<file path="config.mk">
export PLATFORM = sky130hd
export DESIGN_NAME = scl_clkgen
export DESIGN_NICKNAME = d
export VERILOG_FILES = /design/src/rtl/scl_clkgen_pkg.sv /design/src/rtl/scl_prescaler.sv /design/src/rtl/scl_cfg_hold.sv /design/src/rtl/scl_phase_ctr.sv /design/src/rtl/scl_clkgen.sv
export SDC_FILE = /design/constraint.sdc
export NUM_CORES = 1
export LEC_CHECK = 0
export BUFFER_PORTS_ARGS = -buffer_cell sky130_fd_sc_hd__buf_2
export CAP_MARGIN = 20
export CORE_MARGIN = 2
export CORE_UTILIZATION = 30
export DETAILED_ROUTE_END_ITERATION = 12
export PLACE_DENSITY = 0.53
export SYNTH_ARGS = -nofsm -noshare
export SYNTH_HDL_FRONTEND = slang
export SYNTH_SLANG_ARGS = --single-unit
export TNS_END_PERCENT = 10
</file>
<file path="constraint.sdc">
create_clock -name clk -period 6.2 [get_ports clk]
set_input_delay 1.24 -clock clk [delete_from_list [all_inputs] [get_ports clk]]
set_output_delay 1.24 -clock clk [all_outputs]
set_load 0.02 [all_outputs]
</file>
<file path="src/rtl/scl_clkgen_pkg.sv">
package scl_clkgen_pkg;
  localparam int BASE_CYC     = 20;
  localparam int STRETCH_STEP = 8;

  typedef enum logic [1:0] {
    PH_IDLE = 2'd0,
    PH_LOW  = 2'd1,
    PH_HIGH = 2'd2
  } scl_phase_e;
endpackage

</file>
<file path="src/rtl/scl_prescaler.sv">
module scl_prescaler #(
  parameter int PSC_W = 3
) (
  input  logic             clk,
  input  logic             rst_n,
  input  logic             run,
  input  logic [PSC_W-1:0] div_sel,
  output logic             step,
  output logic             at_first
);
  logic [PSC_W-1:0] pre_cnt;

  assign step     = (pre_cnt == div_sel);
  assign at_first = (pre_cnt == '0);

  always_ff @(posedge clk or negedge rst_n) begin
    if (!rst_n)               pre_cnt <= '0;
    else if (!run || step)    pre_cnt <= '0;
    else                      pre_cnt <= pre_cnt + 1'b1;
  end
endmodule

</file>
<file path="src/rtl/scl_cfg_hold.sv">
module scl_cfg_hold
  import scl_clkgen_pkg::*;
#(
  parameter int PSC_W  = 3,
  parameter int STR_W  = 6,
  parameter int COMP_W = 6,
  parameter int PER_W  = 10
) (
  input  logic              clk,
  input  logic              rst_n,
  input  logic              run,
  input  logic              wrap,
  input  logic [PSC_W-1:0]  cfg_psc,
  input  logic [STR_W-1:0]  cfg_str,
  input  logic [COMP_W-1:0] cfg_comp,
  output logic [PSC_W-1:0]  psc_q,
  output logic [PER_W-1:0]  per_len,
  output logic [PER_W-1:0]  low_len,
  output logic [PER_W-1:0]  sda_pt
);
  logic [STR_W-1:0]  str_q;
  logic [COMP_W-1:0] comp_q;

  // Settings are sampled only while idle or at the last cycle of a period.
  always_ff @(posedge clk or negedge rst_n) begin
    if (!rst_n) begin
      psc_q  <= '0;
      str_q  <= '0;
      comp_q <= '0;
    end else if (!run || wrap) begin
      psc_q  <= cfg_psc;
      str_q  <= cfg_str;
      comp_q <= cfg_comp;
    end
  end

  always_comb begin
    per_len = PER_W'(BASE_CYC) + PER_W'(str_q) * PER_W'(STRETCH_STEP)
            + PER_W'(comp_q);
    low_len = (per_len + PER_W'(1)) >> 1;
    sda_pt  = low_len >> 1;
  end
endmodule

</file>
<file path="src/rtl/scl_phase_ctr.sv">
module scl_phase_ctr
  import scl_clkgen_pkg::*;
#(
  parameter int PER_W = 10
) (
  input  logic             clk,
  input  logic             rst_n,
  input  logic             run,
  input  logic             step,
  input  logic             at_first,
  input  logic [PER_W-1:0] per_len,
  input  logic [PER_W-1:0] low_len,
  input  logic [PER_W-1:0] sda_pt,
  output logic             wrap,
  output scl_phase_e       phase,
  output logic             low_tick,
  output logic             sda_tick,
  output logic             rise_tick
);
  logic [PER_W-1:0] ph_cnt;
  logic             last;

  assign last = (ph_cnt == per_len - PER_W'(1));
  assign wrap = run & step & last;

  always_ff @(posedge clk or negedge rst_n) begin
    if (!rst_n)        ph_cnt <= '0;
    else if (!run)     ph_cnt <= '0;
    else if (step)     ph_cnt <= last ? '0 : ph_cnt + 1'b1;
  end

  always_comb begin
    if (!run)                 phase = PH_IDLE;
    else if (ph_cnt < low_len) phase = PH_LOW;
    else                      phase = PH_HIGH;
  end

  assign low_tick  = run & at_first & (ph_cnt == '0);
  assign sda_tick  = run & at_first & (ph_cnt == sda_pt);
  assign rise_tick = run & at_first & (ph_cnt == low_len);
endmodule

</file>
<file path="src/rtl/scl_clkgen.sv">
module scl_clkgen
  import scl_clkgen_pkg::*;
#(
  parameter int PSC_W  = 3,
  parameter int STR_W  = 6,
  parameter int COMP_W = 6
) (
  input  logic                    clk,
  input  logic                    rst_n,
  input  logic                    master_en,
  input  logic [PSC_W+STR_W-1:0]  clk_ctrl,
  input  logic [COMP_W-1:0]       comp_cycles,
  output logic                    scl_o,
  output logic                    low_tick,
  output logic                    sda_tick,
  output logic                    rise_tick
);
  localparam int PER_MAX = BASE_CYC + STRETCH_STEP * ((1 << STR_W) - 1)
                         + (1 << COMP_W) - 1;
  localparam int PER_W   = $clog2(PER_MAX + 1);

  logic [PSC_W-1:0] psc_q;
  logic [PER_W-1:0] per_len, low_len, sda_pt;
  logic             step, at_first, wrap;
  scl_phase_e       phase;

  scl_prescaler #(.PSC_W(PSC_W)) u_pre (
    .clk(clk), .rst_n(rst_n), .run(master_en), .div_sel(psc_q),
    .step(step), .at_first(at_first)
  );

  scl_cfg_hold #(.PSC_W(PSC_W), .STR_W(STR_W), .COMP_W(COMP_W), .PER_W(PER_W)) u_cfg (
    .clk(clk), .rst_n(rst_n), .run(master_en), .wrap(wrap),
    .cfg_psc(clk_ctrl[PSC_W-1:0]), .cfg_str(clk_ctrl[PSC_W+STR_W-1:PSC_W]),
    .cfg_comp(comp_cycles), .psc_q(psc_q), .per_len(per_len),
    .low_len(low_len), .sda_pt(sda_pt)
  );

  scl_phase_ctr #(.PER_W(PER_W)) u_ph (
    .clk(clk), .rst_n(rst_n), .run(master_en), .step(step), .at_first(at_first),
    .per_len(per_len), .low_len(low_len), .sda_pt(sda_pt), .wrap(wrap),
    .phase(phase), .low_tick(low_tick), .sda_tick(sda_tick), .rise_tick(rise_tick)
  );

  assign scl_o = (phase != PH_LOW);
endmodule

</file>
Yosys cells after proc, flatten, opt, wreduce, memory -nomap -nowiden
Cells that the tools add are included.
{ "classes": {"addsub": 6, "order_cmp": 1, "eq_ne": 6, "mux": 6, "bitwise": 6, "n_reduce_logical": 5} }
{ "ops": {"columns": ["cell", "count"], "rows": [
  ["$mux W10", 3],
  ["$add A10 B1 Y10 const B", 2],
  ["$add A10 B6 Y10", 1],
  ["$add A5 B9 Y10 const A", 1],
  ["$eq A10 B10 Y1", 1],
  ["$eq A10 B8 Y1", 1],
  ["$eq A10 B9 Y1", 1],
  ["$logic_not A10 Y1", 1],
  ["$lt A10 B9 Y1", 1],
  ["$sub A10 B1 Y10 const B", 1],
  ["$and A1 B1 Y1", 6],
  ["$mux W2", 2],
  ["$ne A2 B1 Y1 const B", 2],
  ["$add A3 B1 Y3 const B", 1],
  ["$eq A3 B3 Y1", 1],
  ["$logic_not A3 Y1", 1],
  ["$mux W3", 1],
  ["$logic_or A1 B1 Y1", 2],
  ["$logic_not A1 Y1", 1]
]} }
{ "word_totals": {"reg_bits": 28, "input_bits": 18, "out_inout_bits": 4, "elab_cells": 35} }

Longest topological paths before layout
Gate-level depths: netlist (run 1).
{ "depth": {"word_depth": 7, "ltp_mapped": 14, "depth_no_buf": 14} }

Cells and area by module
A second synthesis (run 1) with hierarchy kept.
{ "unflattened": {"cells_unflattened": 279, "area_unflattened_um2": 2571.2} }
{ "by_module_without_submodules": {"columns": ["mod", "n_inst", "cells_per_inst", "area_each_um2", "seq_area_each_um2"], "rows": [
  ["scl_phase_ctr", 1, 156, 1310.0, 250.2],
  ["scl_cfg_hold", 1, 104, 1064.8, 375.4],
  ["scl_prescaler", 1, 18, 190.2, 75.1],
  ["scl_clkgen", 1, 1, 6.3, 0.0]
]} }

Least setup slack after synthesis (run 1)
Ideal clock, no wire load.
{ "synth_path": {"path_kind": "flip-flop to output port", "startpoint": "reg u_cfg.comp_q[3]", "endpoint": "out scl_o", "arrival_time_ns": 3.732, "required_ns": 4.960, "setup_slack_ns": 1.228, "stages_incl_launch_ff": 14, "path_buffers": 0, "cell_sequence": "dfrtp_1 ha_1 ha_1 inv_1 fa_1 or3_1 nor4_1 o21ai_0 a21boi_0 inv_1 ha_1 o21ai_0 a21oi_1 or4b_2"} }
{ "synth_between": {"elab_chain_len": 6} }
{ "synth_lines": {"columns": ["item", "line", "source"], "rows": [
  ["from (decl)", "scl_cfg_hold.sv:22", "logic [COMP_W-1:0] comp_q;"],
  ["from (signal assigned)", "scl_cfg_hold.sv:33", "comp_q <= cfg_comp;"],
  ["$add A10 B6 Y10", "scl_cfg_hold.sv:39", "+ PER_W'(comp_q);"],
  ["$add A10 B1 Y10", "scl_cfg_hold.sv:40", "low_len = (per_len + PER_W'(1)) >> 1;"],
  ["$lt A10 B9 Y1", "scl_phase_ctr.sv:34", "else if (ph_cnt < low_len) phase = PH_LOW;"],
  ["$mux W2", "scl_phase_ctr.sv:34", null],
  ["$mux W2", "scl_phase_ctr.sv:33", "if (!run) phase = PH_IDLE;"],
  ["$ne A2 B1 Y1", "scl_clkgen.sv:45", "assign scl_o = (phase != PH_LOW);"],
  ["to (decl)", "scl_clkgen.sv:13", "output logic scl_o,"]
]} }
No other way between the ends.

Final worst setup path (run 1)
Ends and elaborated chain as after synthesis.

==> run summary, run 1 <==
The quantity of hold-fixing buffers added after cts came out at 0. From synthesis to final layout, the design area changed by 11.9%. Summing every instance area after synthesis gives 2230 sq um. The effective utilization at floorplan came out at 30.9%. Of all flip-flops after synthesis, the portion carrying an async set or reset was 100%. The leakage power total is 1.09 nW. The overall track demand over capacity in global routing is 11.6%. The largest net degree at the start of global routing is 29. In this run the vertical extent of the chip is ~90 um. The DRC violation total after the first TritonRoute iteration came out at 78.

The final clock period utilization by the worst path came out at 91.1%. The shortest clock period the worst path allows after layout came out at 5.65 ns. The core box area is 7210 sq um. The H-tree level count came out at 1. Cells fill 34.5% of the core in the end. Of the cells placed in the final design, the portion with a size suffix greater than 1 is approximately 14%. The arrival time of data at the critical path endpoint came out at 4.41 ns. The sum of internal, switching and leakage power came out at between 600 and 700 uW. The number of port buffers came out at 21. Setup repair after global routing left no endpoint under its margin. The count of flip-flops with a built-in enable after synthesis came out at 0. The count of max-cap constraint violations came out at 0. The count of distinct cell types in the synthesized netlist came out at 38. The number of pins exceeding their max-slew limit in the final report was 0.

The number of detailed-routing iterations run before antenna repair is 4. STA classifies the critical path startpoint as a register. The number of global-route vias before repair came out at approximately 1600. The worst-path maximum fanout came out at 6. The cell at the root of the clock tree is clkbuf_8.

The site row count is 31. The number of gates resized after CTS was 0. The path class of the tightest hold or removal check is register to register.

The required time of the critical path is between 4 and 5 ns. The routability congestion estimate from global placement is approximately 0.8. The number of hold violations in the final report is 0. The number of antenna violations at the first check in global routing is 0. The maximum ir drop on the vdd rail is 0.136 mV.

The final-layout worst hold slack is 0.490 ns. The later pin in the worst-skew pair is clocked with a latency of between 0.2 and 0.3 ns. The met3 wirelength from detailed routing is 103 um. For this block, the via count after detailed routing is roughly 1600. The share of the synthesized area in the top cell type came out at around a third. The vias per cell came out at 4.62. The worst setup path is captured at a primary output. For this block, wires on met1 add up to 2.21 mm. The largest buffer count on any clock path came out at 2. Setup violations remaining at the end of the flow were counted as 0. The post-DP HPWL came out at around 3.5 mm. On the final layout, the worst clock skew is 0.00732 ns.

The net count reported at finish is 289. The synthesized design contains 28 register bits. The leftover overflow at the end of global routing came out at 0. The DRC violation count after routing is 0. The cell depth of the worst hold path came out at 1. The relative slew slack came out at between 50% and 60%. The sequential element share of the synthesized area is 31.5%.

The class of the most critical setup path is register to primary output. The power density over the cells is 246 nW/um^2. The floorplan die area came out at 8120 sq um. The wire length reported by the detailed router came out at 4.47 mm.

The number of antenna-violating nets in the routed design is 0. The accumulated negative setup slack came out at 0 ns. TritonCTS built the clock tree.

The buffer count from post-CTS setup fixing came out at 0. In the synthesized netlist, the number of instances is roughly 230. After detailed routing, the average wire length per cell comes to 13.0 um. The clock input transition at the sequential cells of the worst setup and hold paths is 0.09 ns.

The antenna diode count came out at 0. The number of primary I/O pins came out at 22. Based on the critical path, the design can be clocked at up to 177 MHz. The count of non-filler cells in the finished layout is between 300 and 400. Including well taps, the total number of placed cells is 340.

The number of sinks handled by clock tree synthesis came out at 28. The number of fillers in the final layout came out at 807. The first-pass GRT wire length came out at 7.89 mm. The library cells used most frequently in the layout, excluding fill and tap cells, are 28 x xnor2_1, 28 x dfrtp_1, 24 x ha_1. The worst register-to-register path has a depth of 13.

The length of routed met2 wiring is 2.13 mm. The primary flip-flop cell chosen by synthesis mapping is dfrtp_1. For the pin with the worst max-slew slack, the measured transition is 0.652 ns. For this run, the number of Yosys warnings is 0. The flow ran to the end, and the final reports show no timing, DRC or antenna violations.

The overall die width is about 90 um. dfrtp_1 takes more of the synthesized area than any other cell. The number of clock buffers added by TritonCTS is 3. The net count after synthesis came out at 272. The detailed router used layers up to and including met4. By area the synthesized netlist is led by dfrtp_1 31%, ha_1 13%, xnor2_1 11%, mux2_1 7.6%, xor2_1 6.3%. The synthesized area per cell is between 9 and 10 sq um.
power by group:
part           switching, mW  internal [mW]
clock                 0.0581         0.0864
combinational          0.139          0.114
sequential            0.0173          0.197
worst max-delay path: stages (launching register included):
cell and delay, ns:
dfrtp_1 0.39, ha_1 0.34, ha_1 0.20, inv_1 0.07
fa_1 0.50, or3_1 0.42, nor4_1 0.38, o21ai_0 0.14
a21boi_0 0.39, inv_1 0.09, ha_1 0.30, o21ai_0 0.08
a21oi_1 0.05, or4b_2 0.60, buf_2 0.18
final timing paths:
| path | from | end | slack, ns |
|---|---|---|---|
| min in group asynchronous | rst_n | u_cfg.psc_q[2] | 0.98 |
| max | u_cfg.comp_q[3] | scl_o | 0.55 |
| min | u_cfg.comp_q[4] | u_cfg.comp_q[4] | 0.49 |
| max in group asynchronous | rst_n | u_ph.ph_cnt[5] | 4.79 |
| min reg2reg | u_cfg.comp_q[4] | u_cfg.comp_q[4] | 0.49 |
| max reg2reg | u_cfg.str_q[0] | u_cfg.comp_q[5] | 2.37 |
registers in the layout, indices dropped and copies added (netlist names):
name / count
u_pre.pre_cnt: 3
u_cfg.psc_q: 3
u_ph.ph_cnt: 10
u_cfg.comp_q: 6
u_cfg.str_q: 6
layout make-up:
class | count | area (sq um) | area share, %
multi-input cells | 174 | 1420 | 56.8
flip-flops and latches | 28 | 701 | 28.1
well taps | 99 | 124 | 4.97
repair buffers | 23 | 120 | 4.82
inverters | 16 | 60.1 | 2.41
clock buffers | 3 | 41.3 | 1.66
clock inverters | 1 | 30.0 | 1.21
metrics by stage:
| step | cell area [sq um] | setup slack, ns |
|---|---|---|
| after floorplan | 2230 | 1.23 |
| after global placement | 2420 | 0.919 |
| after detailed placement | 2420 | 0.866 |
| after CTS | 2490 | 0.521 |
| after global routing | 2490 | 0.183 |
| final | 2490 | 0.551 |
routing by layer:
metal,global-route usage (%),vias to the layer above
li1,-,807
met1,16.5,763
met2,19.4,18
met3,1.09,2
met4,1.92,0
met5,0,-
cells in the mapped netlist (2+ instances only):
cell	instances
a21oi_1	2
a21oi_2	2
and3_1	6
buf_4	2
clkbuf_1	8
dfrtp_1	28
ha_1	24
inv_1	16
mux2_1	15
nand2_1	11
nand3_1	8
nand4_1	6
nor2_1	16
nor3_1	8
nor4_1	3
o21a_1	4
o21ai_0	4
o22ai_1	2
or4_1	2
xnor2_1	28
xor2_1	16
xor2_2	2
kinds of logic after synthesis:
group / synth area share (%)
fa+ha+maj: 14.4
mux: 8.04
flops: 31.5
buf+inv: 4.95
xor+xnor: 18.8
simple gates: 16.4
compound gates: 5.96
(Power assumes the default switching activity.)
==> run 2, diff against run 1 <==
--- a/config.mk
+++ b/config.mk
@@ -9,7 +9,9 @@
 export CAP_MARGIN = 20
 export CORE_MARGIN = 2
 export CORE_UTILIZATION = 30
+export CTS_BUF_LIST = sky130_fd_sc_hd__clkbuf_16
 export DETAILED_ROUTE_END_ITERATION = 12
+export MAX_ROUTING_LAYER = met4
 export PLACE_DENSITY = 0.53
 export SYNTH_ARGS = -nofsm -noshare
 export SYNTH_HDL_FRONTEND = slang
==> run 2 against run 1 <==
Against the previous run:
- final area increased by 1.4%
- flip-flop and latch count unchanged
- count of clock-buffer cells in the layout unchanged
- sequential share of layout area decreased by 0.38 points
- first-iteration DRC count increased by 10%
- clock power increased by 33%
- wire length increased by 0.81%
- via count increased by 0.88%
- total power increased by 8.3%
- utilization increased by 0.47 points
- global-route usage increased by 0.46 points
- critical path type unchanged
- largest cell class unchanged
- largest power group unchanged
- highest routed layer unchanged
==> run summary, run 2 (synthesis results as in run 1) <==
The maximum ir drop on the vdd rail came out at 0.138 mV. The floorplan die area came out at 8120 sq um. Setup repair after global routing left no endpoint under its margin. The DRC violation count after routing is 0. The slack of the critical path is 0.566 ns. The cell occurring most often along the worst timing path is ha_1. The later pin in the worst-skew pair is clocked with a latency of 0.27 ns. For this block, the initial DRC count from the detailed router was 86. The required time of the critical path came out at 4.96 ns. The buffer count from post-CTS setup fixing is 0. STA classifies the critical path startpoint as a register. The first TritonRoute pass finished after 4 iterations. STA classifies the critical path endpoint as a primary output. The largest registers in the layout are u_ph.ph_cnt (10), u_cfg.comp_q (6), u_cfg.str_q (6).

The relative slew slack is between 50% and 60%. For this run the aggregate overflow at the end of global routing stands at 0. In the final layout, the share of cells above drive strength 1 is between 10% and 20%. The flow ran to the end, and the final reports show no timing, DRC or antenna violations.

The core box area is 7210 sq um. In this run the remaining antenna-violating nets after routing total 0. The min-delay analysis places its worst path in the category register to register. Relative to the synthesized area, the layout overhead comes to 13.4%.

The number of primary I/O pins came out at 22. The accumulated negative setup slack came out at 0 ns. The overall die width came out at 90.1 um. The worst-path maximum fanout came out at 6. In this run the clock root is driven by a clkbuf_16. The leakage power total is ~1.1 nW. The final clock period utilization by the worst path is 90.9%.

u_ph.ph_cnt holds more flip-flops than any other register. The number of buffers inserted during clock tree synthesis is 3. The number of pins exceeding their max-slew limit in the final report is 0.

The total of endpoints with negative setup slack in the final report is 0. The number of port buffers is 21. The routability congestion estimate from global placement is 0.803.

The number of hold violations in the final report is 0. The count of non-filler cells in the finished layout came out at 344. Wires add up to 4.50 mm. The sum of internal, switching and leakage power is 662 uW. The quantity of hold-fixing buffers added after cts is 0. The slowest stage of the critical path belongs to the cell or4b_2. Walking the worst path, the cells encountered are ha_1 > ha_1 > inv_1 > fa_1 > or3_1 > nor4_1 > o21ai_0 > a21boi_0 > inv_1 > ha_1 > o21ai_0 > a21oi_1 > or4b_2 > buf_2.

Global routing used around 12% of the available tracks across all layers. The number of fillers in the final layout is roughly 800. The post-DP HPWL came out at 3.51 mm. The power density over the cells came out at around 260 nW/um^2. The largest net degree at the start of global routing is 29.

The clock input transition at the sequential cells of the worst setup and hold paths came out at 0.07 ns. The number of antenna violations at the first check in global routing was 0. The y dimension of the die came out at 90.1 um.

After the last flow step, the layout net total stands at 289. The detailed router placed ~1600 vias in this run. The arrival time of data at the critical path endpoint is 4.39 ns. The peak per-stage delay on the critical path came out at 0.61 ns. The library cells used most frequently in the layout, excluding fill and tap cells, are 28 x xnor2_1, 28 x dfrtp_1, 24 x ha_1.

On the final layout, the worst clock skew is 0.00781 ns. The flip-flop count of the largest register, all copies and words added came out at 10. The number of placed instances, taps included is 340. The largest buffer count on any clock path is 2. The critical path in this run is classified as register to primary output. The H-tree level count is 1.

Summing all multi-input logic gate instances after layout gives 1420 sq um. The count of max-cap constraint violations came out at 0. The site row count is 31. The fmax came out at 177 MHz. The first-pass GRT wire length is 7.96 mm. CTS saw 28 sinks. The final routed wire length divided by cell count is 13.1 um.

Using the TritonRoute via totals, the vias-per-cell ratio works out to ~4.7. The sequential cell area came out at about 700 sq um. The slew at the pin closest to its max-slew limit came out at 0.653 ns. Prior to clock tree synthesis, the placed netlist has a worst setup slack of 0.866 ns. Once the clock tree was built, the resizer swapped 0 gates to a different size.

Across all hold checks on the routed design, the worst slack comes to 0.485 ns. The clock period could shrink to 5.63 ns. 0 antenna diodes ended up in the layout. The CTS tree is yes. The number of global-route vias before repair came out at 1604. The effective utilization at floorplan came out at 30.9%.
[run 2: cell types whose count changed in the layout (fill, tap and decap cells not counted)]
cell	before	now
clkbuf_8	3	0
clkbuf_16	0	3
[run 2: cell type report]
cell class	count	share of cell area [%]
timing repair buffer	23	4.76
tap	99	4.91
clock inverter	1	1.19
clock buffer	3	2.97
inverter	16	2.38
sequential	28	27.8
multi-input combinational	174	56.0
[run 2: worst paths after layout]
kind	from	to	slack, ns	depth (start not counted)
setup / recovery	u_cfg.comp_q[3]	scl_o	0.57	14
hold reg to reg	u_cfg.comp_q[4]	u_cfg.comp_q[4]	0.49	1
min in group asynchronous	rst_n	u_cfg.comp_q[1]	0.99	1
hold / removal	u_cfg.comp_q[4]	u_cfg.comp_q[4]	0.49	1
setup reg to reg	u_cfg.str_q[0]	u_cfg.comp_q[5]	2.36	13
max in group asynchronous	rst_n	u_ph.ph_cnt[5]	4.78	1
[run 2: worst max-delay path, delay by kind of cell, from the launching register on]
kind            cells  cell delay [ns]
simple gates        3             1.41
fa+ha+maj           4             1.34
compound gates      4             0.66
buf+inv             3             0.34
flops               1             0.38
[run 2: routing by layer]
| layer | part of all wire, % | up-vias | GRT usage, % |
|---|---|---|---|
| met5 | 0 | - | - |
| li1 | - | 806 | - |
| met3 | 1.8 | 5 | 1.26 |
| met4 | 0.80 | 0 | 2.31 |
| met2 | 48 | 22 | 19.3 |
| met1 | 49 | 771 | 16.7 |
[run 2: where the power goes]
part	internal (mW)	switching, mW	total, mW	leakage (nW)
combinational	0.114	0.140	0.255	0.697
clock	0.129	0.0646	0.193	0.0511
sequential	0.197	0.0173	0.214	0.354
total	0.440	0.222	0.662	1.10
[run 2: per-stage QoR]
stage	util [%]	area (sq um)
2_1_floorplan	-	2230
3_3_place_gp	33.5	2420
3_5_place_dp	33.5	2420
4_1_cts	35.0	2520
5_1_grt	35.0	2520
6_report	35.0	2520
